**src/rtl/mtrap_pkg.sv**
```systemverilog
package mtrap_pkg;
   typedef enum logic [1:0] {
      SEL_TVEC   = 2'd0,
      SEL_EPC    = 2'd1,
      SEL_CAUSE  = 2'd2,
      SEL_STATUS = 2'd3
   } csr_sel_e;

   localparam logic [1:0] PRIV_U = 2'b00;
   localparam logic [1:0] PRIV_M = 2'b11;

   localparam int ST_IE     = 3;
   localparam int ST_PIE    = 7;
   localparam int ST_PP_LO  = 11;
   localparam int ST_PP_HI  = 12;
endpackage

```
**src/rtl/mtrap_target.sv**
```systemverilog
module mtrap_target #(
   parameter int XLEN   = 32,
   parameter int CODE_W = 6,
   parameter bit VEC_EN = 1'b1
) (
   input  logic [XLEN-3:0]   tvec_base,
   input  logic              tvec_vec,
   input  logic              is_irq,
   input  logic [CODE_W-1:0] code,
   output logic [XLEN-1:0]   target
);
   localparam int PAD_W = XLEN - CODE_W - 2;

   logic [XLEN-1:0] base_addr;
   assign base_addr = {tvec_base, 2'b00};

   if (VEC_EN) begin : g_vectored
      logic [XLEN-1:0] offset;
      assign offset = {{PAD_W{1'b0}}, code, 2'b00};
      assign target = (tvec_vec && is_irq) ? base_addr + offset : base_addr;
   end else begin : g_direct
      logic unused_vec_in;
      assign unused_vec_in = tvec_vec ^ is_irq ^ (^code);
      assign target = base_addr;
   end
endmodule

```
**src/rtl/mtrap_status.sv**
```systemverilog
module mtrap_status
   import mtrap_pkg::*;
(
   input  logic       clk,
   input  logic       rst_n,
   input  logic       take_trap,
   input  logic       take_mret,
   input  logic       we_status,
   input  logic       w_ie,
   input  logic       w_pie,
   input  logic [1:0] w_pp,
   output logic [1:0] priv,
   output logic       ie,
   output logic       pie,
   output logic [1:0] pp
);
   logic [1:0] pp_legal;
   assign pp_legal = (w_pp == PRIV_M) ? PRIV_M : PRIV_U;

   always_ff @(posedge clk) begin
      if (!rst_n) begin
         priv <= PRIV_M;
         ie   <= 1'b0;
         pie  <= 1'b0;
         pp   <= PRIV_U;
      end else if (take_trap) begin
         pie  <= ie;
         ie   <= 1'b0;
         pp   <= priv;
         priv <= PRIV_M;
      end else if (take_mret) begin
         priv <= pp;
         ie   <= pie;
         pie  <= 1'b1;
         pp   <= PRIV_U;
      end else if (we_status) begin
         ie   <= w_ie;
         pie  <= w_pie;
         pp   <= pp_legal;
      end
   end

   p_trap_enter_m_r3: assert property (@(posedge clk) disable iff (!rst_n)
      take_trap |=> (priv == PRIV_M) && !ie && (pie == $past(ie)) && (pp == $past(priv)));

   p_mret_unstack_r6: assert property (@(posedge clk) disable iff (!rst_n)
      take_mret |=> (ie == $past(pie)) && pie && (pp == PRIV_U) && (priv == $past(pp)));

   p_pp_legal_r10: assert property (@(posedge clk) disable iff (!rst_n)
      (pp == PRIV_U) || (pp == PRIV_M));
endmodule

```
**src/rtl/mtrap_csrs.sv**
```systemverilog
module mtrap_csrs #(
   parameter int              XLEN       = 32,
   parameter int              CODE_W     = 6,
   parameter bit              HAS_C      = 1'b1,
   parameter bit              VEC_EN     = 1'b1,
   parameter logic [XLEN-1:0] RESET_TVEC = '0
) (
   input  logic              clk,
   input  logic              rst_n,
   input  logic              take_trap,
   input  logic              trap_irq,
   input  logic [CODE_W-1:0] trap_code,
   input  logic [XLEN-1:0]   trap_pc,
   input  logic              we_tvec,
   input  logic              we_epc,
   input  logic              we_cause,
   input  logic [XLEN-1:0]   wdata,
   output logic [XLEN-3:0]   tvec_base,
   output logic              tvec_vec,
   output logic [XLEN-1:0]   epc,
   output logic              cause_irq,
   output logic [CODE_W-1:0] cause_code
);
   localparam int EPC_LSB = HAS_C ? 1 : 2;

   logic [XLEN-1:EPC_LSB] epc_q;
   logic                  vec_wr;
   logic                  vec_rst;
   logic                  unused_pc_lo;

   assign unused_pc_lo = ^trap_pc[EPC_LSB-1:0];

   if (VEC_EN) begin : g_mode_vec
      assign vec_wr  = (wdata[1:0] == 2'b01);
      assign vec_rst = (RESET_TVEC[1:0] == 2'b01);
   end else begin : g_mode_dir
      assign vec_wr  = 1'b0;
      assign vec_rst = 1'b0;
   end

   always_ff @(posedge clk) begin
      if (!rst_n) begin
         tvec_base <= RESET_TVEC[XLEN-1:2];
         tvec_vec  <= vec_rst;
      end else if (we_tvec) begin
         tvec_base <= wdata[XLEN-1:2];
         tvec_vec  <= vec_wr;
      end
   end

   always_ff @(posedge clk) begin
      if (!rst_n) begin
         epc_q      <= '0;
         cause_irq  <= 1'b0;
         cause_code <= '0;
      end else if (take_trap) begin
         epc_q      <= trap_pc[XLEN-1:EPC_LSB];
         cause_irq  <= trap_irq;
         cause_code <= trap_code;
      end else begin
         if (we_epc)   epc_q <= wdata[XLEN-1:EPC_LSB];
         if (we_cause) begin
            cause_irq  <= wdata[XLEN-1];
            cause_code <= wdata[CODE_W-1:0];
         end
      end
   end

   assign epc = {epc_q, {EPC_LSB{1'b0}}};

   p_epc_capture_r2: assert property (@(posedge clk) disable iff (!rst_n)
      take_trap |=> (epc[XLEN-1:EPC_LSB] == $past(trap_pc[XLEN-1:EPC_LSB]))
                    && (cause_irq == $past(trap_irq)) && (cause_code == $past(trap_code)));

   p_epc_align_r9: assert property (@(posedge clk) disable iff (!rst_n)
      epc[0] == 1'b0);
endmodule

```
**src/rtl/mtrap_unit.sv**
```systemverilog
module mtrap_unit
   import mtrap_pkg::*;
#(
   parameter int              XLEN       = 32,
   parameter int              CODE_W     = 6,
   parameter bit              HAS_C      = 1'b1,
   parameter bit              VEC_EN     = 1'b1,
   parameter logic [XLEN-1:0] RESET_TVEC = '0
) (
   input  logic              clk,
   input  logic              rst_n,
   input  logic              trap_req,
   input  logic              trap_irq,
   input  logic [CODE_W-1:0] trap_code,
   input  logic [XLEN-1:0]   trap_pc,
   input  logic              mret_req,
   input  logic              csr_we,
   input  logic [1:0]        csr_sel,
   input  logic [XLEN-1:0]   csr_wdata,
   output logic [XLEN-1:0]   csr_rdata,
   output logic              redirect_valid,
   output logic [XLEN-1:0]   redirect_pc,
   output logic              priv_m,
   output logic              irq_enable
);
   localparam int CAUSE_PAD = XLEN - 1 - CODE_W;

   if (XLEN != 32 && XLEN != 64) begin : g_bad_xlen
      $error("mtrap_unit: XLEN must be 32 or 64");
   end
   if (CODE_W < 4 || CODE_W > XLEN - 8) begin : g_bad_code
      $error("mtrap_unit: CODE_W out of range");
   end

   csr_sel_e sel;
   assign sel = csr_sel_e'(csr_sel);

   logic take_trap, take_mret;
   assign take_trap = trap_req;
   assign take_mret = mret_req && !trap_req;

   logic we_tvec, we_epc, we_cause, we_status;
   assign we_tvec   = csr_we && (sel == SEL_TVEC);
   assign we_epc    = csr_we && (sel == SEL_EPC);
   assign we_cause  = csr_we && (sel == SEL_CAUSE);
   assign we_status = csr_we && (sel == SEL_STATUS);

   logic [XLEN-3:0]   tvec_base;
   logic              tvec_vec;
   logic [XLEN-1:0]   epc;
   logic              cause_irq;
   logic [CODE_W-1:0] cause_code;
   logic [1:0]        priv, pp;
   logic              ie, pie;
   logic [XLEN-1:0]   trap_target;

   mtrap_csrs #(
      .XLEN(XLEN), .CODE_W(CODE_W), .HAS_C(HAS_C),
      .VEC_EN(VEC_EN), .RESET_TVEC(RESET_TVEC)
   ) u_csrs (
      .clk(clk), .rst_n(rst_n),
      .take_trap(take_trap), .trap_irq(trap_irq),
      .trap_code(trap_code), .trap_pc(trap_pc),
      .we_tvec(we_tvec), .we_epc(we_epc), .we_cause(we_cause),
      .wdata(csr_wdata),
      .tvec_base(tvec_base), .tvec_vec(tvec_vec), .epc(epc),
      .cause_irq(cause_irq), .cause_code(cause_code)
   );

   mtrap_status u_status (
      .clk(clk), .rst_n(rst_n),
      .take_trap(take_trap), .take_mret(take_mret),
      .we_status(we_status),
      .w_ie(csr_wdata[ST_IE]), .w_pie(csr_wdata[ST_PIE]),
      .w_pp(csr_wdata[ST_PP_HI:ST_PP_LO]),
      .priv(priv), .ie(ie), .pie(pie), .pp(pp)
   );

   mtrap_target #(
      .XLEN(XLEN), .CODE_W(CODE_W), .VEC_EN(VEC_EN)
   ) u_target (
      .tvec_base(tvec_base), .tvec_vec(tvec_vec),
      .is_irq(trap_irq), .code(trap_code), .target(trap_target)
   );

   assign redirect_valid = take_trap || take_mret;
   assign redirect_pc    = take_trap ? trap_target : epc;
   assign priv_m         = (priv == PRIV_M);
   assign irq_enable     = ie;

   always_comb begin
      csr_rdata = '0;
      unique case (sel)
         SEL_TVEC:   csr_rdata = {tvec_base, 1'b0, tvec_vec};
         SEL_EPC:    csr_rdata = epc;
         SEL_CAUSE:  csr_rdata = {cause_irq, {CAUSE_PAD{1'b0}}, cause_code};
         SEL_STATUS: begin
            csr_rdata[ST_IE]            = ie;
            csr_rdata[ST_PIE]           = pie;
            csr_rdata[ST_PP_HI:ST_PP_LO] = pp;
         end
      endcase
   end

   p_exc_to_base_r5: assert property (@(posedge clk) disable iff (!rst_n)
      (trap_req && !trap_irq) |-> (redirect_pc == {tvec_base, 2'b00}));

   p_trap_beats_mret_r7: assert property (@(posedge clk) disable iff (!rst_n)
      (trap_req && mret_req) |=> priv_m && !irq_enable);

   p_mode_legal_r8: assert property (@(posedge clk) disable iff (!rst_n)
      (csr_we && (csr_sel == 2'd0) && csr_wdata[1]) |=> !tvec_vec);
endmodule

```
**config.mk**
```make
export PLATFORM = sky130hd
export DESIGN_NAME = mtrap_unit
export DESIGN_NICKNAME = d
export VERILOG_FILES = /design/src/rtl/mtrap_pkg.sv /design/src/rtl/mtrap_target.sv /design/src/rtl/mtrap_status.sv /design/src/rtl/mtrap_csrs.sv /design/src/rtl/mtrap_unit.sv
export SDC_FILE = /design/constraint.sdc
export NUM_CORES = 1
export LEC_CHECK = 0
export ABC_CLOCK_PERIOD_IN_PS = 8800
export CORE_UTILIZATION = 55
export CTS_BUF_LIST = sky130_fd_sc_hd__clkbuf_4
export DETAILED_ROUTE_END_ITERATION = 8
export GPL_TIMING_DRIVEN = 0
export PLACE_DENSITY = 0.89
export SYNTH_ARGS = -nofsm -noshare
export SYNTH_HDL_FRONTEND = slang
export SYNTH_HIERARCHICAL = 1
export SYNTH_SLANG_ARGS = --single-unit
```
**constraint.sdc**
```tcl
create_clock -name clk -period 8.8 [get_ports clk]
set_input_delay 1.76 -clock clk [delete_from_list [all_inputs] [get_ports clk]]
set_output_delay 1.76 -clock clk [all_outputs]
set_load 0.005 [all_outputs]
```
After elaboration in Yosys (flattened, before gate mapping)
Index checks and enable logic that the tools add are counted.

word-level totals
  register bits after elaboration = 75
  input port bits = 78
  output and inout port bits = 67
  word-level logic and storage cells = 55

operators by class
  $add $sub $neg = 1
  equal/unequal tests = 6
  mux-type cells = 24
  bitwise logic cells = 1
  reductions and logical operators = 14

operators by type and width
  operator            count
  $mux 32             2
  $mux 31             2
  $pmux 19 s3         1
  $add 32x8->32       1
  $pmux 3 s3          2
  $mux 6              2
  $eq 2x2->1 const B  4
  $mux 2              4
  $pmux 1 s4          2
  $pmux 2 s4          1
  $mux 1              7
  $logic_and 1x1->1   6
  $pmux 3 s2          1
  $reduce_bool 2->1   3
  $eq 2x1->1 const B  2
  $reduce_bool 3->1   1
  $logic_not 2->1     1
  $reduce_or 2->1     1
  $logic_not 1->1     1
  $logic_or 1x1->1    1
  $not 1->1           1

Depth between registers and ports, before layout
Gate-level depths: netlist of run 1.

  depth after elaboration = 5
  gate-level depth with buffers = 8
  mapped depth without buffers = 8

Modules after synthesis
Netlist of run 1, hierarchy kept.

by module, submodules not included
  module        times used  cells an instance  area each (sq um)  sequential area each (sq um)
  mtrap_csrs    1           272                3214.3             1381.3
  mtrap_unit    1           120                1037.2             0.0
  mtrap_target  1           121                857.1              0.0
  mtrap_status  1           30                 270.3              120.1

Worst setup path after synthesis of run 1
Ideal clock, no wire load.

  kind = input-to-output
  from = in trap_code[0]
  to = out redirect_pc[12]
  data arrival time = 3.563 ns
  data required time = 7.040 ns
  path slack = 3.477 ns
  stages on the path = 8
  buffers on the path = 0
  cells stage by stage = ha_1 fa_1 a21o_1 a221oi_2 nor2_1 and3_1 xor2_1 mux2_2

between the ends
  word-level cells in the longest chain between the ends = 3

ends and longest elaborated chain
  element                    line                RTL
  start: declaration         mtrap_unit.sv:14    input logic [CODE_W-1:0] trap_code,
  $add 32x8->32              mtrap_target.sv:20  assign target = (tvec_vec && is_irq) ? base_addr + offset : base_addr;
  $mux 32                    mtrap_target.sv:20
  named net trap_target[12]  mtrap_unit.sv:55    logic [XLEN-1:0] trap_target;
  $mux 32                    mtrap_unit.sv:87    assign redirect_pc = take_trap ? trap_target : epc;
  end: declaration           mtrap_unit.sv:22    output logic [XLEN-1:0] redirect_pc,

The timed path passes the listed nets, and every way through them passes these cells.

Final worst setup path of run 1
Same ends and word-level chain as after synthesis.

==> results of run 1 <==
==> logic make-up (layout without fill, tap and decap cells) <==
group,Yosys count,count (layout),share of synthesized area
other cells,2,3,0.00140
mux,135,135,0.291
simple gates,172,172,0.186
flops,75,75,0.279
buf+inv,48,204,0.0612
fa+ha+maj,7,7,0.0177
xor+xnor,28,28,0.0456
compound gates,76,76,0.118
==> synth_stat cells (5+ instances only) <==
library cell,count,area [µm²]
nand2_1,17,63.8
xor2_1,19,166
inv_1,6,22.5
nand3_1,8,40.0
nor2b_1,32,200
buf_4,9,67.6
nor2_1,36,135
xnor2_1,9,78.8
o211a_1,38,380
clkbuf_1,10,37.5
dfxtp_1,75,1500
nand4_1,7,43.8
mux2_2,42,473
o2bb2ai_1,6,52.6
buf_6,9,101
mux2_4,30,450
a21oi_1,5,25.0
ha_1,6,75.1
nand2b_1,33,206
o21ai_0,11,55.1
and3_1,9,56.3
mux2i_1,62,621
buf_2,12,60.1
or2b_1,6,45.0
==> metal layers <==
layer / routed length (µm) / vias up / GRT usage
li1: - / 2231 / -
met1: 6810 / 2338 / 0.399
met2: 7750 / 194 / 0.548
met3: 954 / 36 / 0.0492
met4: 345 / 0 / 0.125
met5: 0 / - / 0
==> where the power goes <==
group	switching [mW]	leakage, nW	total (mW)	internal (mW)
Clock	0.121	0.0639	0.182	0.0609
Sequential	0.0182	0.618	0.377	0.359
Combinational	0.0888	2.47	0.224	0.136
==> final timing paths <==
check                      start               end  slack [ns]  cells past startpoint
setup / recovery    trap_code[0]   redirect_pc[12]        2.17                     10
hold reg to reg   u_status/pp[0]  u_status/priv[0]        0.51                      2
setup reg to reg  u_status/pp[0]    u_status/pp[0]        7.81                      3
hold / removal    u_status/pp[0]  u_status/priv[0]        0.51                      2
==> cells in the final DEF (no fill, tap or decap), drive strengths merged, types with 19 or more instances in the layout <==
| master | count |
|---|---|
| xor2 | 19 |
| dfxtp | 75 |
| nand2b | 34 |
| clkdlybuf4s50 | 141 |
| o211a | 38 |
| nor2 | 36 |
| clkbuf | 21 |
| nor2b | 33 |
| mux2 | 72 |
| buf | 32 |
| mux2i | 62 |
==> layout make-up <==
| type | count | area [µm²] | share of cell area |
|---|---|---|---|
| repair buffers | 141 | 1410 | 0.200 |
| inverters | 6 | 22.5 | 0.00319 |
| well taps | 129 | 161 | 0.0229 |
| flip-flops and latches | 75 | 1500 | 0.213 |
| multi-input cells | 421 | 3550 | 0.503 |
| plain buffers | 42 | 307 | 0.0434 |
| clock inverters | 4 | 18.8 | 0.00266 |
| clock buffers | 11 | 82.6 | 0.0117 |
==> worst min-delay path, stage by stage, from the launching register on <==
cell and delay [ns]:
dfxtp_1 0.35, nand2_1 0.06, o211ai_1 0.07
==> metrics by stage <==
step                      hold slack [ns]  cell area, µm²
after floorplan                     0.463            5380
after global placement              0.487            6960
after detailed placement            0.502            6960
after CTS                           0.514            7060
after global routing                0.557            7060
final                               0.515            7060
==> sequential cells by signal, indices dropped and copies added, names as in the netlist <==
register and flops:
u_csrs/cause_irq 1, u_csrs/tvec_base 30, u_status/pie 1, u_status/pp 2, u_status/priv 2, u_csrs/epc_q 31
u_csrs/tvec_vec 1, u_status/ie 1, u_csrs/cause_code 6
==> impl_metrics.toml, run 1 <==
[status]
status = "completed"

[cells_and_area]
final_layout_size_suffix_gt1_frac = 0.189
fin_cells = 829
synthToLayoutAreaGrowth_pct = 31.2
layout.nets = 781
final_util = 0.753
antenna_cells = 0
fillers = 715

[timing]
fmax_mhz = 151
worstMarginPinSlew_ns = 0.633
finalSetupTns_ns = 0
fin_ws_ns = 2.17
slew_headroom = 0.578
min_period_over_period = 0.753
fin_crit_ns = 6.63
setup_viol = 0
fin_worst_skew_ns = 0.000861
hold_viol = 0
slew_viol_final = 0
rsz0062_at_grt = "false"

[yosys]
ys_ff_latch = 75
syn_area_um2 = 5380
synth-edff-count = 0
yosys_warnings = 6
async_reset_ff_frac = 0
ys.flop_type = "dfxtp_1"
ys_types = 53
synth_seq_area_share = 0.279
avgSynthCellArea_um2 = 9.91
syn_inst = 543

[floorplanning]
die_h_um = 101
chipWidth_um = 101
core_um2 = 9370
die-area_um2 = 10200
pin_count = 145
start_util = 0.574
std_cell_rows = 35

[global_route]
grt_max_degree = 12
grt_pass1_wl_um = 24900
grt_pass1_vias = 4962
grt_overflow = 0
grt_usage = 0.319
antenna_found_initial = 0

[clock_network]
cts_tree = "yes"
cts_sinks = 75
cts.root.buffer_cell = "clkbuf_4"
numCtsBuffers = 9
cts_hold_buf = 0
cts_resized = 0
path_clk_slew_ns = 0.12
htree_levels = 3
postCtsSetupBuffers = 0
clk_latency_ns = 0.42
clk_path_buf_depth = 2

[worst_setup_path]
max_stage_delay_ns = 0.53
crit_path_cell_trace = "clkdlybuf4s50_1 > ha_1 > fa_1 > a21o_1 > a221oi_2 > nor2_1 > and3_1 > xor2_1 > mux2_2 > clkdlybuf4s50_1"
critPathKind = "input pin to output port"
crit_path_end_kind = "output port"
cp_slowest_cell = "a221oi_2"
critPathMaxFanout = 5
crit_path_start_kind = "input pin"
required_ns = 7.04
critical_path_buf_inv_count = 2
path_common_cell = "clkdlybuf4s50_1"
cp_top_family = "buffers and inverters"
worst-endpoint-arrival_ns = 4.87

[drt]
drc = 0
drtPass1Iterations = 4
drtIter0Drc = 301
ant_nets = 0
finalWirelength_um = 15900
avgRoutedWirePerCell_um = 19.1
viasPerCell = 5.79
vias = 4799

[flow_run]
cap_viol_max_count = 0

[placement]
pre_cts_ws_ns = 2.24
portBuffers = 141
placedCellCount = 814
place_congestion = 0.916
dpl.hpwl_um = 11900

[pwr]
power_uw = 784
power_leakage_nw = 3.15
peakVddDrop_uv = 98.5
power_density_nw_per_um2 = 111

[hold_path]
hp-class = "flop to flop"
(Power assumes the default switching activity.)
==> run 2: changes to the inputs <==
- ABC_CLOCK_PERIOD_IN_PS: 8800 -> 5700
- CORE_UTILIZATION: 55 -> 46
- PLACE_DENSITY: 0.89 -> 0.8
- clock period: 8.8 -> 5.7 ns (I/O delays scaled with it)
==> run 2 against run 1 <==
Combinational power grew 54%. Non-clock buffer count did not move. Hold slack better by 0.016 ns. Routed wire length grew 1.5%. First-iteration DRC count is 4.3% lower. Worst setup slack lost 1.9 ns. Critical endpoint is now redirect_pc[14]. Final cell count grew 1.8%. Sequential cell count unchanged. Via count shrank 1.3%. Utilization shrank 13 points. Clock power up 91%.
==> impl_metrics.toml, run 2 (synthesis results as in run 1) <==
[worst_setup_path]
worst-endpoint-arrival_ns = 4.26
reg2reg_from = "u_status/pp[0]"
reg2regPathDepth = 3
crit_path_end_kind = "output port"
r2r_slack_ns = 4.68
critPathCapture = "redirect_pc[14]"
worstSetupStartpoint = "trap_code[0]"
crit_path_start_kind = "input pin"
critPathMaxFanout = 5
critPathKind = "input pin to output port"
required_ns = 4.56
rr_endpoint = "u_status/pp[0]"

[clock_network]
path_clk_slew_ns = 0.12
htree_levels = 3
cts.root.buffer_cell = "clkbuf_4"
numCtsBuffers = 9
clk_latency_ns = 0.42
cts_hold_buf = 0
postCtsSetupBuffers = 0
clk_path_buf_depth = 2
cts_tree = "yes"
cts_sinks = 75
cts_resized = 0

[hold_path]
hp-class = "flop to flop"

[pwr]
power_leakage_nw = 3.16
switchingPower_uw = 359
p_clk_frac = 0.272
pwr-share-seq = 0.456
pwr-share-comb = 0.271
p_int_uw = 916
power_mw = 1.27
peakVddDrop_uv = 96.8
p_sw_frac = 0.282
power_density_nw_per_um2 = 179

[cells_and_area]
final_layout_size_suffix_gt1_frac = 0.190
regMostFlops = "u_csrs/epc_q"
antenna_cells = 0
fillers = 1013
final_util = 0.623
largest_register_ffs = 31
final_common_cell = "clkdlybuf4s50_1"
layout.nets = 781
reg_top3 = "u_csrs/epc_q: 31 flops, u_csrs/tvec_base: 30 flops, u_csrs/cause_code: 6 flops"
final_cell_mix = "141 x clkdlybuf4s50_1, 75 x dfxtp_1, 62 x mux2i_1"
synthToLayoutAreaGrowth_pct = 32.2

[floorplanning]
die-area_um2 = 12100
start_util = 0.471
die_h_um = 110
pin_count = 145
chipWidth_um = 110
core_um2 = 11400
std_cell_rows = 39

[timing]
fin_crit_ns = 5.40
finalSetupTns_ns = 0
rsz0062_at_grt = "false"
fin_worst_skew_ns = 0.000351
fin_ws_ns = 0.299
hold_viol = 0
slew_viol_final = 0
setup_viol = 0
fin_hold_ws_ns = 0.531
fmax_mhz = 185
min_period_over_period = 0.948
worstMarginPinSlew_ns = 0.625
slew_headroom = 0.580

[placement]
pre_cts_ws_ns = 0.370
place_congestion = 0.899
dpl.hpwl_um = 11900
portBuffers = 141

[global_route]
use_met2 = 0.453
use_met1 = 0.356
grt_overflow = 0
grt_pass1_wl_um = 24900
grt_pass1_vias = 4782
grt_util_met3 = 0.0347
grt_max_degree = 12
antenna_found_initial = 0
grt_usage = 0.271
top_usage_layer = "met2"

[drt]
avgRoutedWirePerCell_um = 19.1
ant_nets = 0
drc = 0
drtPass1Iterations = 6
finalWirelength_um = 16100
vias = 4736
viasPerCell = 5.61
drtIter0Drc = 288

[flow_run]
cap_viol_max_count = 0

[status]
status = "completed"
run 2: cell types whose count changed in the layout (fill, tap and decap cells not counted):
| cell | change |
|---|---|
| clkinv_2 | -2 |
| clkbuf_4 | +2 |
| bufinv_16 | +1 |
run 2: final cells by class:
class / count / area (µm²) / share of cell area
Sequential cell: 75 / 1500 / 0.211
Inverter: 6 / 22.5 / 0.00317
Timing Repair Buffer: 141 / 1410 / 0.199
Clock buffer: 13 / 97.6 / 0.0137
Tap cell: 143 / 179 / 0.0252
Clock inverter: 3 / 38.8 / 0.00546
Multi-Input combinational cell: 421 / 3550 / 0.500
Buffer: 42 / 307 / 0.0431
run 2: routing by layer:
metal,part of all wire,vias up
li1,-,2236
met1,0.44,2270
met2,0.48,205
met3,0.065,25
met4,0.021,0
met5,0,-
run 2: worst min path at each step:
| stage | start | endpoint | cells past startpoint | slack [ns] |
|---|---|---|---|---|
| 4_1_cts | u_status/pp[0] | u_status/priv[0] | 2 | 0.53 |
| 6_report | u_status/pp[0] | u_status/priv[0] | 2 | 0.53 |
| 3_3_place_gp | u_status/pp[0] | u_status/priv[0] | 2 | 0.48 |
| 2_1_floorplan | u_status/pp[0] | u_status/priv[0] | 2 | 0.46 |
| 3_5_place_dp | u_status/pp[0] | u_status/priv[0] | 2 | 0.51 |
| 5_1_grt | u_status/pp[0] | u_status/priv[0] | 2 | 0.56 |
run 2: power groups by stage:
| stage | clock, mW | sequential [mW] | combinational [mW] |
|---|---|---|---|
| floorplan | 0 | 0.585 | 0.189 |
| global placement | 0 | 0.590 | 0.335 |
| detailed placement | 0 | 0.593 | 0.342 |
| CTS | 0.351 | 0.581 | 0.344 |
| global route | 0.375 | 0.586 | 0.368 |
| finish | 0.347 | 0.582 | 0.346 |
run 2: critical path, cell delays in order:
cell             delay, ns
clkdlybuf4s50_1       0.44
ha_1                  0.23
fa_1                  0.42
a21o_1                0.23
a221oi_2              0.55
nor2_1                0.16
and3_1                0.23
xor2_1                0.14
mux2_2                0.28
clkdlybuf4s50_1       0.44
run 2: metrics by stage:
stage,instance area (µm²),std cells
2_1_floorplan,5380,544
3_3_place_gp,6970,828
3_5_place_dp,6970,828
4_1_cts,7110,844
5_1_grt,7110,844
6_report,7110,844
